[config.mk]
export PLATFORM = sky130hd
export DESIGN_NAME = retstack_trap
export DESIGN_NICKNAME = d
export VERILOG_FILES = /design/src/rtl/retstack_pkg.sv /design/src/rtl/retstack_ram.sv /design/src/rtl/retstack_fetch.sv /design/src/rtl/retstack_seq.sv /design/src/rtl/retstack_trap.sv
export SDC_FILE = /design/constraint.sdc
export NUM_CORES = 1
export LEC_CHECK = 0
export BUFFER_PORTS_ARGS = -buffer_cell sky130_fd_sc_hd__buf_2
export CELL_PAD_IN_SITES_DETAIL_PLACEMENT = 0
export CELL_PAD_IN_SITES_GLOBAL_PLACEMENT = 2
export CORE_MARGIN = 2
export CORE_UTILIZATION = 41
export DETAILED_ROUTE_END_ITERATION = 8
export PLACE_DENSITY_LB_ADDON = 0.1
export SYNTH_ARGS = -nofsm -noshare
export SYNTH_HDL_FRONTEND = slang
export SYNTH_SLANG_ARGS = --single-unit
[constraint.sdc]
create_clock -name clk -period 3.3 [get_ports clk]
set_input_delay 0.66 -clock clk [delete_from_list [all_inputs] [get_ports clk]]
set_output_delay 0.66 -clock clk [all_outputs]
set_load 0.01 [all_outputs]
[src/rtl/retstack_pkg.sv]
`timescale 1ns/1ps
package retstack_pkg;
    localparam int ADDR_W = 16;
    localparam int BYTE_W = 8;

    typedef logic [ADDR_W-1:0] addr_t;
    typedef logic [BYTE_W-1:0] byte_t;

    typedef enum logic [1:0] {
        OP_IDLE,
        OP_CALL,
        OP_POP,
        OP_STEP
    } stk_op_e;

    typedef struct packed {
        addr_t pc;
        byte_t sp;
        logic  gie;
    } seq_state_t;

    typedef struct packed {
        byte_t opcode;
        logic  trap;
    } fetch_state_t;

    localparam byte_t SWI_OPCODE = 8'h00;
    localparam byte_t UNDEF_RAM  = 8'hFF;
endpackage

[src/rtl/retstack_ram.sv]
`timescale 1ns/1ps
module retstack_ram
    import retstack_pkg::*;
#(
    parameter int RAM_BYTES = 64
) (
    input  logic  clk,
    input  logic  rst_n,
    input  logic  we,
    input  byte_t waddr_lo,
    input  byte_t wdata_lo,
    input  byte_t waddr_hi,
    input  byte_t wdata_hi,
    input  byte_t raddr_a,
    output byte_t rdata_a,
    input  byte_t raddr_b,
    output byte_t rdata_b
);
    localparam int         IDX_W  = (RAM_BYTES > 1) ? $clog2(RAM_BYTES) : 1;
    localparam logic [8:0] DEPTH9 = 9'(RAM_BYTES);

    byte_t mem_q [RAM_BYTES];

    // one register per implemented location; undefined addresses match no cell
    for (genvar g = 0; g < RAM_BYTES; g++) begin : g_cell
        byte_t cell_d;
        logic  hit_lo;
        logic  hit_hi;

        always_comb begin
            hit_lo = we && (waddr_lo == 8'(g));
            hit_hi = we && (waddr_hi == 8'(g));
            cell_d = mem_q[g];
            if (hit_lo) begin
                cell_d = wdata_lo;
            end else if (hit_hi) begin
                cell_d = wdata_hi;
            end
        end

        always_ff @(posedge clk) begin
            if (!rst_n) begin
                mem_q[g] <= '0;
            end else begin
                mem_q[g] <= cell_d;
            end
        end
    end

    logic a_ok;
    logic b_ok;

    always_comb begin
        a_ok    = {1'b0, raddr_a} < DEPTH9;
        b_ok    = {1'b0, raddr_b} < DEPTH9;
        rdata_a = a_ok ? mem_q[raddr_a[IDX_W-1:0]] : UNDEF_RAM;
        rdata_b = b_ok ? mem_q[raddr_b[IDX_W-1:0]] : UNDEF_RAM;
    end
endmodule

[src/rtl/retstack_fetch.sv]
`timescale 1ns/1ps
module retstack_fetch
    import retstack_pkg::*;
#(
    parameter int PROG_BYTES = 4096
) (
    input  logic  clk,
    input  logic  rst_n,
    input  logic  fetch_i,
    input  addr_t pc_i,
    input  byte_t rom_data_i,
    output byte_t opcode_o,
    output logic  trap_o
);
    localparam logic [ADDR_W:0] LIMIT = (ADDR_W+1)'(PROG_BYTES);

    fetch_state_t st_d;
    fetch_state_t st_q;
    logic         undefined;
    byte_t        fetched;

    always_comb begin
        undefined   = {1'b0, pc_i} >= LIMIT;
        fetched     = undefined ? SWI_OPCODE : rom_data_i;
        st_d        = st_q;
        st_d.trap   = 1'b0;
        if (fetch_i) begin
            st_d.opcode = fetched;
            st_d.trap   = (fetched == SWI_OPCODE);
        end
    end

    always_ff @(posedge clk) begin
        if (!rst_n) begin
            st_q <= '{opcode: SWI_OPCODE, trap: 1'b0};
        end else begin
            st_q <= st_d;
        end
    end

    assign opcode_o = st_q.opcode;
    assign trap_o   = st_q.trap;
endmodule

[src/rtl/retstack_seq.sv]
`timescale 1ns/1ps
module retstack_seq
    import retstack_pkg::*;
#(
    parameter int RAM_BYTES = 64
) (
    input  logic  clk,
    input  logic  rst_n,
    input  logic  call_i,
    input  addr_t call_target_i,
    input  logic  ret_i,
    input  logic  reti_i,
    input  logic  step_i,
    input  logic  trap_i,
    input  byte_t pop_hi_i,
    input  byte_t pop_lo_i,
    output logic  ram_we_o,
    output byte_t waddr_lo_o,
    output byte_t wdata_lo_o,
    output byte_t waddr_hi_o,
    output byte_t wdata_hi_o,
    output byte_t raddr_hi_o,
    output byte_t raddr_lo_o,
    output addr_t pc_o,
    output byte_t sp_o,
    output logic  gie_o
);
    localparam byte_t SP_TOP = 8'(RAM_BYTES - 1);

    seq_state_t st_d;
    seq_state_t st_q;
    stk_op_e    op;
    addr_t      ret_addr;

    always_comb begin
        if (call_i) begin
            op = OP_CALL;
        end else if (ret_i || reti_i) begin
            op = OP_POP;
        end else if (step_i) begin
            op = OP_STEP;
        end else begin
            op = OP_IDLE;
        end
    end

    always_comb begin
        ret_addr   = st_q.pc + 16'd1;
        st_d       = st_q;
        ram_we_o   = 1'b0;
        waddr_lo_o = st_q.sp;
        wdata_lo_o = ret_addr[7:0];
        waddr_hi_o = st_q.sp - 8'd1;
        wdata_hi_o = ret_addr[15:8];
        raddr_hi_o = st_q.sp + 8'd1;
        raddr_lo_o = st_q.sp + 8'd2;

        if (trap_i) begin
            st_d.gie = 1'b0;
        end

        unique case (op)
            OP_CALL: begin
                ram_we_o = 1'b1;
                st_d.sp  = st_q.sp - 8'd2;
                st_d.pc  = call_target_i;
            end
            OP_POP: begin
                st_d.pc = {pop_hi_i, pop_lo_i};
                st_d.sp = st_q.sp + 8'd2;
                if (reti_i) begin
                    st_d.gie = 1'b1;
                end
            end
            OP_STEP: begin
                st_d.pc = st_q.pc + 16'd1;
            end
            default: begin
            end
        endcase
    end

    always_ff @(posedge clk) begin
        if (!rst_n) begin
            st_q <= '{pc: '0, sp: SP_TOP, gie: 1'b0};
        end else begin
            st_q <= st_d;
        end
    end

    assign pc_o  = st_q.pc;
    assign sp_o  = st_q.sp;
    assign gie_o = st_q.gie;
endmodule

[src/rtl/retstack_trap.sv]
`timescale 1ns/1ps
module retstack_trap
    import retstack_pkg::*;
#(
    parameter int PROG_BYTES = 4096,
    parameter int RAM_BYTES  = 64
) (
    input  logic        clk,
    input  logic        rst_n,
    input  logic        call_i,
    input  logic [15:0] call_target_i,
    input  logic        ret_i,
    input  logic        reti_i,
    input  logic        step_i,
    input  logic        fetch_i,
    input  logic [7:0]  rom_data_i,
    output logic [15:0] pc_o,
    output logic [7:0]  opcode_o,
    output logic        trap_o,
    output logic        gie_o
);
    logic  ram_we;
    byte_t waddr_lo;
    byte_t wdata_lo;
    byte_t waddr_hi;
    byte_t wdata_hi;
    byte_t raddr_hi;
    byte_t raddr_lo;
    byte_t pop_hi;
    byte_t pop_lo;
    byte_t sp_w;
    addr_t pc_w;
    logic  trap_w;

    retstack_seq #(.RAM_BYTES(RAM_BYTES)) u_seq (
        .clk          (clk),
        .rst_n        (rst_n),
        .call_i       (call_i),
        .call_target_i(call_target_i),
        .ret_i        (ret_i),
        .reti_i       (reti_i),
        .step_i       (step_i),
        .trap_i       (trap_w),
        .pop_hi_i     (pop_hi),
        .pop_lo_i     (pop_lo),
        .ram_we_o     (ram_we),
        .waddr_lo_o   (waddr_lo),
        .wdata_lo_o   (wdata_lo),
        .waddr_hi_o   (waddr_hi),
        .wdata_hi_o   (wdata_hi),
        .raddr_hi_o   (raddr_hi),
        .raddr_lo_o   (raddr_lo),
        .pc_o         (pc_w),
        .sp_o         (sp_w),
        .gie_o        (gie_o)
    );

    retstack_ram #(.RAM_BYTES(RAM_BYTES)) u_ram (
        .clk     (clk),
        .rst_n   (rst_n),
        .we      (ram_we),
        .waddr_lo(waddr_lo),
        .wdata_lo(wdata_lo),
        .waddr_hi(waddr_hi),
        .wdata_hi(wdata_hi),
        .raddr_a (raddr_hi),
        .rdata_a (pop_hi),
        .raddr_b (raddr_lo),
        .rdata_b (pop_lo)
    );

    retstack_fetch #(.PROG_BYTES(PROG_BYTES)) u_fetch (
        .clk       (clk),
        .rst_n     (rst_n),
        .fetch_i   (fetch_i),
        .pc_i      (pc_w),
        .rom_data_i(rom_data_i),
        .opcode_o  (opcode_o),
        .trap_o    (trap_w)
    );

    assign pc_o   = pc_w;
    assign trap_o = trap_w;
endmodule

==> results.md <==
Pwr
* total power: 19100 µW
* Pleak: 0.0101 µW
* maximum ir drop on the vdd rail: 0.439 mV
* power density over the cells: 668 nW/µm²

Routing
* met2 layer wire length in the routed design: 36.3 mm
* remaining antenna violation count after routing: 0
* detailed-router iteration count before antenna repair: 5
* WL per Instance: 27.1 µm
* top routing layer used: met4
* detailed-route vias per instance: 5.60
* DRC violation total after the first TritonRoute iteration: 1321
* via count: 15.2k
* Met1 Routed Length: 31.7 mm
* Total Routed Length: 73.3 mm
* met3 WL: 3.75 mm
* number of remaining DRC errors: 0

Place
* post-DP HPWL: 47.3 mm
* Placed Cells: 2600
* final weighted congestion in routability-driven placement: 0.805
* post-place instance area: 26600 µm²
* number of port buffers: 56

Setup path
* Crit path buffers/inverters: 0
* minimum setup slack among reg-to-reg paths: 350 ps
* crit-path max FO: 10
* Crit path max-delay family: compound AO/OA/AOI/OAI gates
* CP endpoint kind: flop
* category of the worst setup path launch point: flop
* data arrival time of the critical path: 3490 ps
* critical path depth in cells: 7
* required time of the worst setup path: 3850 ps
* series of cell instances along the critical path: ha_1 > and3_1 > xnor2_2 > nand2_1 > o22ai_1 > o41ai_1 > a21oi_1
* critical-path cell with the highest stage delay: xnor2_2
* number of cells on the worst reg-to-reg path: 7
* Setup Crit Path Kind: reg2reg
* launch point of the worst reg-to-reg path: u_seq.sp_o[1]$_SDFFE_PN1P_
* critical register-to-register path endpoint: u_seq.pc_o[15]$_SDFFE_PN0P_
* CP max stage delay: 700 ps

Synthesis
* ys flop type: edfxtp_1
* synthesis warning total: 0
* Synth Net Count: 1852
* number of instances in the synthesized netlist: 1811
* Mapped Area: 24700 µm²
* mean instance size in the synthesized netlist: 13.6 µm²
* post-synthesis cell type count: 62
* Post-synth EDFFs: 512
* Seq/Total Area, Yosys: 0.650
* flip-flop and latch count after synthesis: 545
* share of async-settable or async-resettable flops after synthesis: 0

Finish
* area delta synth->final: 15.7%
* commonest cells after routing, fill and taps aside: 541 x nor2_1, 512 x edfxtp_1, 122 x mux4_2, 109 x buf_4, 61 x clkbuf_16
* Final Non-Filler Cells: 2707
* leading cell type in the layout, fill and taps excluded: nor2_1
* Post-layout nets: 1929
* diode insertion count for antenna repair: 0
* number of fill cells in the layout: 5266
* layout cell share with drive strength beyond 1: 0.230
* final std cell area, no fill: 28600 µm²

STA
* setup repair after global routing missed its margin: false
* setup violators final: 0
* pin slew with the least headroom to its limit: 954 ps
* Rel. slew slack: 0.364
* setup skew after layout: 18.2 ps
* max frequency: 340 MHz
* share of the clock period used by the worst path: 0.892
* pins over their slew limit: 0
* final number of hold-violating endpoints: 0
* fin crit period: 2950 ps

Global route
* antenna violations before repair: 1
* combined global-route utilization of all metal layers: 0.238
* residual overflow from global routing: 0
* global-route wire length before repair: 107 mm
* via count of the first global-routing pass: 15.3k
* largest net degree at the start of global routing: 50

Worst hold path
* WHS Path Cells: 3
* critical hold path startpoint: reti_i
* worst hold-check path type: in2reg
* Worst Hold Path EP: u_seq.gie_o$_SDFF_PN0_

CTS
* CTS Root Cell: clkbuf_16
* post-cts gate resize count: 0
* number of setup buffers added after CTS: 0
* deepest clock path buffer count: 3
* Reg clk slew, reported paths: 60 ps
* number of CTS-inserted buffers: 59
* worst skew pair latency: 620 ps
* CTS tree: built
* number of sinks on the clock net: 545
* number of hold buffers added after cts: 0
* H-Tree Depth: 2

Floorplan
* vertical die dimension: 249 µm
* Placement Rows: 89
* width of the die: 249 µm
* Starting Density: 0.417
* die outline area: 62200 µm²
* Core ar.: 59200 µm²
* number of top-level design ports: 57

Run
* max-cap violations: 0

Run status
* status: finished, final reports clean

-- synth_stat cells, types with 15 or more instances --
cell / n / area (µm²)
clkbuf_1: 92 / 345
a211oi_1: 19 / 143
nand3_1: 35 / 175
nand2_1: 55 / 206
nor2_1: 541 / 2030
buf_2: 43 / 215
o21ai_0: 53 / 265
dfxtp_1: 33 / 661
edfxtp_1: 512 / 15400
mux2i_1: 44 / 440
mux4_2: 122 / 2750
buf_4: 15 / 113
a21oi_1: 31 / 155
-- where the power goes --
part | switching, µW | internal [µW] | leakage [µW]
Combinational | 2770 | 1640 | 0.00357
Clock | 2690 | 3970 | 0.000952
Sequential | 153 | 7850 | 0.00556
Total | 5620 | 13500 | 0.0101
-- state kept, by name, indices dropped and copies added, names as in the netlist --
name	flops
u_seq.gie_o	1
u_seq.sp_o	7
u_fetch.opcode_o	8
u_fetch.trap_o	1
u_seq.pc_o	16
u_ram.mem_q	512
-- layer usage --
metal | track usage | up-vias
met5 | 0 | -
met4 | 0.0592 | 0
met3 | 0.0284 | 86
met2 | 0.395 | 469
met1 | 0.335 | 7787
li1 | - | 6812
-- area by class of cell --
| class | instances | area (µm²) | share of cell area |
|---|---|---|---|
| Inverter | 14 | 52.6 | 0.00184 |
| Multi-Input combinational cell | 1082 | 8040 | 0.281 |
| Timing Repair Buffer | 186 | 1520 | 0.0532 |
| Tap cell | 773 | 967 | 0.0339 |
| Clock buffer | 78 | 1660 | 0.0581 |
| Clock inverter | 29 | 297 | 0.0104 |
| Sequential cell | 545 | 16000 | 0.561 |
-- worst reg2reg max path: cells and delay by family, from the launching register on --
kind	cells	cell delay, ps
AND/OR/NAND/NOR	2	610
XOR/XNOR	1	700
flip-flops	1	360
adder cells (fa/ha/maj)	1	420
AO/OA/AOI/OAI	3	780
-- per-stage QoR --
stage / TNS (ps) / hold slack, ps / util / worst slack (ps)
after global placement: 0 / 456 / 0.449 / 217
after CTS: 0 / 285 / 0.482 / 311
after global routing: 0 / 318 / 0.482 / 197
final: 0 / 321 / 0.482 / 355
after floorplan: -10380 / 489 / - / -72.1
after detailed placement: 0 / 461 / 0.449 / 219
-- worst max-delay path by stage --
stage,startpoint,end,slack (ps)
global placement,reti_i,u_ram.mem_q[25][6]$_SDFFCE_PN0P_,220
global route,u_seq.sp_o[1]$_SDFFE_PN1P_,u_seq.pc_o[15]$_SDFFE_PN0P_,200
floorplan,reti_i,u_ram.mem_q[10][0]$_SDFFCE_PN0P_,-70
detailed placement,reti_i,u_ram.mem_q[24][1]$_SDFFCE_PN0P_,220
CTS,u_seq.sp_o[1]$_SDFFE_PN1P_,u_seq.pc_o[15]$_SDFFE_PN0P_,310
finish,u_seq.sp_o[1]$_SDFFE_PN1P_,u_seq.pc_o[15]$_SDFFE_PN0P_,350
-- kinds of logic (layout without fill, tap and decap cells) --
family	Yosys count	in the layout	share of synthesized area
adders and majority gates	10	10	0.00507
AOI/OAI and AO/OA	159	159	0.0417
muxes	175	175	0.137
xor gates and xnor gates	26	26	0.0103
and+or+nand+nor	712	712	0.120
buffers and inverters	184	307	0.0361
DFF	545	545	0.650
Power figures use the tool's default switching activity.
